`src/rtl/zqcal_pkg.sv`:
```
package zqcal_pkg;

  typedef enum logic [2:0] {
    ST_IDLE      = 3'd0,
    ST_REQ_START = 3'd1,
    ST_WAIT_CAL  = 3'd2,
    ST_REQ_LATCH = 3'd3,
    ST_WAIT_LAT  = 3'd4,
    ST_DONE      = 3'd5
  } zq_state_t;

  localparam logic [6:0] OP_ZQ_START = 7'b1001111;
  localparam logic [6:0] OP_ZQ_LATCH = 7'b1010001;

  // nanoseconds to whole cycles, rounded up
  function automatic int unsigned ns2cyc(input int unsigned ns, input int unsigned mhz);
    return (ns * mhz + 999) / 1000;
  endfunction

  function automatic int unsigned umax(input int unsigned a, input int unsigned b);
    return (a > b) ? a : b;
  endfunction

endpackage

```
`src/rtl/zqcal_timer.sv`:
```
module zqcal_timer #(
  parameter int unsigned W = 8
) (
  input  logic         clk,
  input  logic         rst_n,
  input  logic         load_i,
  input  logic [W-1:0] val_i,
  output logic         exp_o
);
  logic [W-1:0] cnt_q;

  always_ff @(posedge clk) begin
    if (!rst_n)             cnt_q <= '0;
    else if (load_i)        cnt_q <= val_i;
    else if (cnt_q != '0)   cnt_q <= cnt_q - 1'b1;
  end

  // last counted cycle: the owner moves on at the next edge
  assign exp_o = (cnt_q == W'(1));
endmodule

```
`src/rtl/zqcal_fsm.sv`:
```
module zqcal_fsm
  import zqcal_pkg::*;
#(
  parameter int unsigned W      = 8,
  parameter int unsigned CAL_LD = 249,
  parameter int unsigned LAT_LD = 7
) (
  input  logic         clk,
  input  logic         rst_n,
  input  logic         trig_i,
  input  logic         gnt_i,
  input  logic         tmr_exp_i,
  output logic         req_o,
  output logic         sel_latch_o,
  output logic         busy_o,
  output logic         done_o,
  output logic         ev_start_o,
  output logic         ev_latch_o,
  output logic         tmr_load_o,
  output logic [W-1:0] tmr_val_o
);
  zq_state_t st_q, st_d;
  logic      pend_q;

  assign req_o       = (st_q == ST_REQ_START) || (st_q == ST_REQ_LATCH);
  assign sel_latch_o = (st_q == ST_REQ_LATCH);
  assign ev_start_o  = (st_q == ST_REQ_START) && gnt_i;
  assign ev_latch_o  = (st_q == ST_REQ_LATCH) && gnt_i;
  assign busy_o      = (st_q != ST_IDLE) && (st_q != ST_DONE);
  assign done_o      = (st_q == ST_DONE);
  assign tmr_load_o  = ev_start_o || ev_latch_o;
  assign tmr_val_o   = ev_latch_o ? W'(LAT_LD) : W'(CAL_LD);

  always_comb begin
    st_d = st_q;
    unique case (st_q)
      ST_IDLE:      if (trig_i)    st_d = ST_REQ_START;
      ST_REQ_START: if (gnt_i)     st_d = ST_WAIT_CAL;
      ST_WAIT_CAL:  if (tmr_exp_i) st_d = ST_REQ_LATCH;
      ST_REQ_LATCH: if (gnt_i)     st_d = ST_WAIT_LAT;
      ST_WAIT_LAT:  if (tmr_exp_i) st_d = ST_DONE;
      ST_DONE:      st_d = (pend_q || trig_i) ? ST_REQ_START : ST_IDLE;
      default:      st_d = ST_IDLE;
    endcase
  end

  always_ff @(posedge clk) begin
    if (!rst_n) begin
      st_q   <= ST_IDLE;
      pend_q <= 1'b0;
    end else begin
      st_q <= st_d;
      if (st_q == ST_DONE)      pend_q <= 1'b0;
      else if (busy_o && trig_i) pend_q <= 1'b1;
    end
  end
endmodule

```
`src/rtl/zqcal_cmd_enc.sv`:
```
module zqcal_cmd_enc
  import zqcal_pkg::*;
#(
  parameter int unsigned ADDR_W = 17,
  parameter int unsigned BANK_W = 3
) (
  input  logic              fire_i,
  input  logic              sel_latch_i,
  output logic              cs_n_o,
  output logic              ras_n_o,
  output logic              cas_n_o,
  output logic              we_n_o,
  output logic [BANK_W-1:0] bank_o,
  output logic [ADDR_W-1:0] addr_o
);
  logic [6:0] op;
  assign op      = sel_latch_i ? OP_ZQ_LATCH : OP_ZQ_START;
  assign cs_n_o  = !fire_i;
  assign ras_n_o = 1'b1;
  assign cas_n_o = 1'b1;
  assign we_n_o  = !fire_i;
  assign bank_o  = '0;
  assign addr_o  = fire_i ? {{(ADDR_W-7){1'b0}}, op} : '0;
endmodule

```
`src/rtl/zqcal_sched.sv`:
```
module zqcal_sched
  import zqcal_pkg::*;
#(
  parameter int unsigned CLK_MHZ    = 250,
  parameter int unsigned CAL_NS     = 1000,
  parameter int unsigned LAT_NS     = 30,
  parameter int unsigned LAT_MIN_CK = 8,
  parameter int unsigned ADDR_W     = 17,
  parameter int unsigned BANK_W     = 3
) (
  input  logic              clk,
  input  logic              rst_n,
  input  logic              trig_i,
  input  logic              gnt_i,
  output logic              req_o,
  output logic              busy_o,
  output logic              done_o,
  output logic              cs_n_o,
  output logic              ras_n_o,
  output logic              cas_n_o,
  output logic              we_n_o,
  output logic [BANK_W-1:0] bank_o,
  output logic [ADDR_W-1:0] addr_o
);
  localparam int unsigned CAL_CYC = umax(2, ns2cyc(CAL_NS, CLK_MHZ));
  localparam int unsigned LAT_CYC = umax(2, umax(LAT_MIN_CK, ns2cyc(LAT_NS, CLK_MHZ)));
  localparam int unsigned TMR_W   = $clog2(umax(CAL_CYC, LAT_CYC) + 1);

  // named internal events, also watched by the checker
  logic             ev_start, ev_latch, fire, sel_latch;
  logic             tmr_load, tmr_exp;
  logic [TMR_W-1:0] tmr_val;

  zqcal_fsm #(.W(TMR_W), .CAL_LD(CAL_CYC - 1), .LAT_LD(LAT_CYC - 1)) i_fsm (
    .clk, .rst_n, .trig_i, .gnt_i,
    .tmr_exp_i(tmr_exp), .req_o, .sel_latch_o(sel_latch), .busy_o, .done_o,
    .ev_start_o(ev_start), .ev_latch_o(ev_latch),
    .tmr_load_o(tmr_load), .tmr_val_o(tmr_val)
  );

  zqcal_timer #(.W(TMR_W)) i_timer (
    .clk, .rst_n, .load_i(tmr_load), .val_i(tmr_val), .exp_o(tmr_exp)
  );

  assign fire = ev_start || ev_latch;

  zqcal_cmd_enc #(.ADDR_W(ADDR_W), .BANK_W(BANK_W)) i_enc (
    .fire_i(fire), .sel_latch_i(sel_latch),
    .cs_n_o, .ras_n_o, .cas_n_o, .we_n_o, .bank_o, .addr_o
  );
endmodule

```
`config.mk`:
```
export PLATFORM = sky130hd
export DESIGN_NAME = zqcal_sched
export DESIGN_NICKNAME = d
export VERILOG_FILES = /design/src/rtl/zqcal_pkg.sv /design/src/rtl/zqcal_timer.sv /design/src/rtl/zqcal_fsm.sv /design/src/rtl/zqcal_cmd_enc.sv /design/src/rtl/zqcal_sched.sv
export SDC_FILE = /design/constraint.sdc
export NUM_CORES = 1
export LEC_CHECK = 0
export ABC_AREA = 1
export BUFFER_PORTS_ARGS = -buffer_cell sky130_fd_sc_hd__buf_2
export CAP_MARGIN = 20
export CELL_PAD_IN_SITES_DETAIL_PLACEMENT = 0
export CELL_PAD_IN_SITES_GLOBAL_PLACEMENT = 1
export CORE_MARGIN = 1
export CORE_UTILIZATION = 37
export DETAILED_ROUTE_END_ITERATION = 10
export HOLD_SLACK_MARGIN = 0.05
export PLACE_DENSITY = 0.86
export SYNTH_ARGS = -nofsm -noshare
export SYNTH_HDL_FRONTEND = slang
export SYNTH_SLANG_ARGS = --single-unit
```
`constraint.sdc`:
```
create_clock -name clk -period 2.1 [get_ports clk]
set_input_delay 0.315 -clock clk [delete_from_list [all_inputs] [get_ports clk]]
set_output_delay 0.315 -clock clk [all_outputs]
set_load 0.01 [all_outputs]
```
; ---- Yosys cells after proc, flatten, opt, wreduce, memory -nomap -nowiden
; Cells that the tools add are included.
[word_totals]
regBits = 12
in_bits = 4
out_inout_bits = 27
wordCells = 43
[classes]
addsub = 1
eq_ne = 12
mux = 12
bitwise = 1
reduce_logical = 14
[op_table]
columns = cell, count
row1 = 8-bit 2-to-1 mux, 3
row2 = 3-bit case mux with 6 select lines, 1
row3 = 3-bit 2-to-1 mux, 5
row4 = 8-bit by 1-bit == test with 1-bit output (second input constant), 1
row5 = 8-bit nonzero test, 1
row6 = 8-bit by 1-bit subtractor with 8-bit output (second input constant), 1
row7 = 7-bit 2-to-1 mux, 1
row8 = 3-bit by 2-bit == test with 1-bit output (second input constant), 2
row9 = 3-bit == test (second input constant), 2
row10 = 2-bit inequality test (second input constant), 3
row11 = 5-bit 2-to-1 mux, 1
row12 = 5-bit AND reduction, 1
row13 = 1-bit logical AND, 4
row14 = 2-bit by 1-bit inequality test with 1-bit output (second input constant), 2
row15 = 3-bit by 1-bit == test with 1-bit output (second input constant), 1
row16 = 3-bit logical NOT, 1
row17 = 1-bit logical OR, 3
row18 = 3-bit inequality test (second input constant), 1
row19 = 3-bit nonzero test, 1
row20 = 2-bit nonzero test, 1
row21 = 2-bit OR reduction, 1
row22 = 1-bit logical NOT, 1
row23 = 1-bit 2-to-1 mux, 1
row24 = 1-bit NOT, 1

; ---- Depth between registers and ports, before layout
[depth]
word_depth = 4
mapped_depth = 10
mapped_depth_nobuf = 10

; ---- Cells and area by module
; From an unflattened synthesis, not the netlist that was laid out.
[hier_totals]
cells_unflattened = 176
area_unflattened_um2 = 1084.8
[modules_own_cells]
columns = module, instances, cells_each, area_each_um2, seq_area_each_um2
row1 = zqcal_timer, 1, 88, 550.5, 160.2
row2 = zqcal_fsm, 1, 58, 340.3, 80.1
row3 = zqcal_cmd_enc, 1, 27, 182.7, 0.0
row4 = zqcal_sched, 1, 3, 11.3, 0.0

; ---- Least setup slack after synthesis
; OpenSTA, ideal clock, no wires.
[synth_path]
path_kind = reg2out
startpoint = register i_fsm.st_q[0]
endpoint = output addr_o[2]
t_arrival_ps = 1292
required_ps = 1785
path_slack_ps = 493
path_stages_with_launch = 5
n_path_buf = 2
cell_sequence = dfxtp_1 > buf_6 > inv_1 > nor4_1 > buf_4
[synth_via]
elab_chain_cells = 4
word_cells_on_any_way = 7
classes_between = 2 x eq/ne / 2 x mux / 3 x reduce/logical
[synth_rtl]
columns = item, line_no
row1 = "start, declared", zqcal_fsm.sv:22  ; zq_state_t st_q, st_d;
row2 = "start signal, assigned", zqcal_fsm.sv:52  ; st_q <= st_d;
row3 = 3-bit by 1-bit == test with 1-bit output or 3-bit by 2-bit == test with 1-bit output (tied branches), "zqcal_fsm.sv:27, zqcal_fsm.sv:26, zqcal_fsm.sv:28"
row4 = "1-bit logical AND, on equally long branches", "zqcal_fsm.sv:27, zqcal_fsm.sv:28"
row5 = 1-bit logical OR, zqcal_sched.sv:45  ; assign fire = ev_start || ev_latch;
row6 = 7-bit 2-to-1 mux (*), zqcal_cmd_enc.sv:23  ; assign addr_o = fire_i ? {{(ADDR_W-7){1'b0}}, op} : '0;
row7 = "end, declared", zqcal_sched.sv:23  ; output logic [ADDR_W-1:0] addr_o
; Every way passes the cells marked *; elsewhere a longest branch is shown, timed or not.

; ---- Worst setup path after layout
[layout_path]
startpoint = register i_fsm.st_q[0]
endpoint = output addr_o[1]
; Same word-level chain as after synthesis.

==> flow_summary_export.csv <==
group,metric,value,unit
place,portBuffers,14,
outcome,status,"finished clean",
final_layout,fin_util,39.7,%
clocking,clk_latency,260,ps
clocking,ctsResizeCount,0,
sta,achievable-frequency,566,MHz
power,p_per_area,1610,nW/um^2
yosys,synthesis.area,982,um^2
clocking,cts.sinks,12,
final_layout,regArea,240,um^2
drt,drt_pass1_iterations,4,
yosys,synthCells,142,
sta,min_period_over_period,84.2,%
final_layout,final_cell_area,992,um^2
worst_setup_path,cp-start-kind,"flop",
floorplan,num_rows,18,
grt,grt_pass1_vias,700,
drt,drt_iter0_drc,12,
drt,avgViaCountPerCell,4.46,
worst_setup_path,critPathRequiredTime,1780,ps
sta,setup_viol,0,
worst_setup_path,endpoint_kind,"primary output",
floorplan,start_util,39.3,%
grt,grt_pass1_wl,2840,um
min_path,min_to,"i_timer.cnt_q[2]",
clocking,cts_root_buf,"clkbuf_4",
sta,drv_slew,0,
yosys,synthFlopType,"dfxtp_1",
floorplan,die_y,53.5,um
power,peakVddDrop,0.000841,V
yosys,yosys_warnings,0,
final_layout,nNetsFinal,160,
min_path,hold_path_depth,3,
flow_run,cap_violations,0,
drt,post_drt_wl_per_cell,9.35,um
final_layout,antenna_cells,0,
grt,antenna_found_initial,0,
power,power,1.59,mW
grt,grt_usage,13.8,%
clocking,postCtsSetupBuffers,0,
final_layout,final_common_cell,"nand2_1",
sta,clock_skew,4.62,ps
final_layout,multiInputGateArea,529,um^2
yosys,synth-seq-cells,12,
final_layout,fill_cells,277,
floorplan,die_x,53.5,um
drt,routed_wl,1690,um
floorplan,io_pins,31,
clocking,path_clk_slew,70,ps
clocking,cts_tree,"done",
yosys,syn_avg_cell_area,6.92,um^2
clocking,clk_path_buf_depth,2,
power,cellLeakagePower,0.565,nW
grt,grt_max_degree,10,
final_layout,synthToLayoutAreaGrowth,1.02,%
worst_setup_path,rrSetupSlack,740,ps
sta,rsz0062_at_grt,"false",
floorplan,die-area,2860,um^2
place,dp_hpwl,1320,um
drt,ant_nets,0,
sta,period_needed,1770,ps
yosys,synth_edf_count,0,
floorplan,core_region_area,2500,um^2
final_layout,most-common-layout-cells,"24 x nand2_1, 17 x inv_1, 16 x nor2_1, 16 x conb_1, 14 x buf_2",
grt,grt.overflow.total,0,
yosys,yosysSeqAreaShare,24.5,%
yosys,synthDistinctLibCells,27,
worst_setup_path,critPathArrivalTime,1450,ps
min_path,min-delay-start,"rst_n",
clocking,numCtsBuffers,3,
sta,setup_tns,0,ps
sta,hold_viol_final,0,
final_layout,drive_gt1_share,21.2,%
worst_setup_path,critPathMaxFanout,6,
worst_setup_path,path_class,"reg -> out",
clocking,postCtsHoldBufs,0,
place,place_congestion,0.829,
drt,num_vias,807,
worst_setup_path,worstRegToRegCells,9,
min_path,min_path_type,"in -> reg",
worst_setup_path,r2r-end,"i_timer.cnt_q[7]",
place,dpl_cell_area,970,um^2
yosys,async_reset_ff_share,0,%
drt,drc_errors,0,
clocking,htreeDepth,1,
worst_setup_path,r2r-start,"i_fsm.st_q[2]",
state kept, by name (all words and copies together) (netlist names):
signal / flops
i_timer.cnt_q: 8
i_fsm.st_q: 3
i_fsm.pend_q: 1
cells in the mapped netlist, types with 3 or more instances:
library cell / instances / area [um^2]
inv_1: 17 / 63.8
a21oi_1: 8 / 40.0
nand2_1: 24 / 90.1
ha_1: 3 / 37.5
nor2_1: 16 / 60.1
o21ai_0: 8 / 40.0
nand3_1: 10 / 50.1
dfxtp_1: 12 / 240
buf_4: 21 / 158
per-stage QoR:
step	cells	setup slack [ps]	hold WS, ps
4_1_cts	181	297	351
5_1_grt	181	75.5	335
3_3_place_gp	178	652	483
6_report	181	333	357
3_5_place_dp	178	598	484
2_1_floorplan	156	493	436
cell families after synthesis:
logic type	Yosys count	synth area share [%]
compound gates	18	9.94
xor+xnor	1	0.892
fa+ha+maj	3	3.82
buf+inv	43	27.0
flops	12	24.5
other cells	2	0.765
simple gates	63	33.1
worst max path at each step:
stage	start	to	slack, ps	cells after the start
5_1_grt	i_fsm.st_q[0]	addr_o[2]	80	4
2_1_floorplan	i_fsm.st_q[0]	addr_o[2]	490	4
6_report	i_fsm.st_q[0]	addr_o[1]	330	4
3_3_place_gp	i_fsm.st_q[0]	addr_o[2]	650	4
3_5_place_dp	i_fsm.st_q[0]	addr_o[1]	600	4
4_1_cts	i_fsm.st_q[0]	addr_o[1]	300	4
layout make-up:
cell class / instances / share of cell area, %
Tap cell: 30 / 3.78
Clock buffer: 3 / 2.27
Timing Repair Buffer: 15 / 7.82
Sequential cell: 12 / 24.2
Inverter: 20 / 8.58
Multi-Input combinational cell: 101 / 53.3
worst max-delay path, cell delays in order, from the launching register on:
cell and delay (ps):
dfxtp_1 390, buf_4 200, inv_1 60, nor4_1 340, buf_2 200
metal layers:
layer  share of wire (%)  track usage, %  wire, um  up-vias
met2                  47            22.3       788       27
li1                    -               -         -      426
met5                   0               0         0        -
met4                 2.5            8.33        42        0
met3                 5.4            4.31        91        6
met1                  45            15.7       769      348
report_power, final:
group | switching [mW] | leakage, nW | internal [mW] | total [mW]
Sequential | 0.116 | 0.0995 | 0.336 | 0.452
Combinational | 0.628 | 0.452 | 0.379 | 1.01
Clock | 0.0703 | 0.0138 | 0.0662 | 0.137
Note: power is estimated with default switching activity, not from simulation.
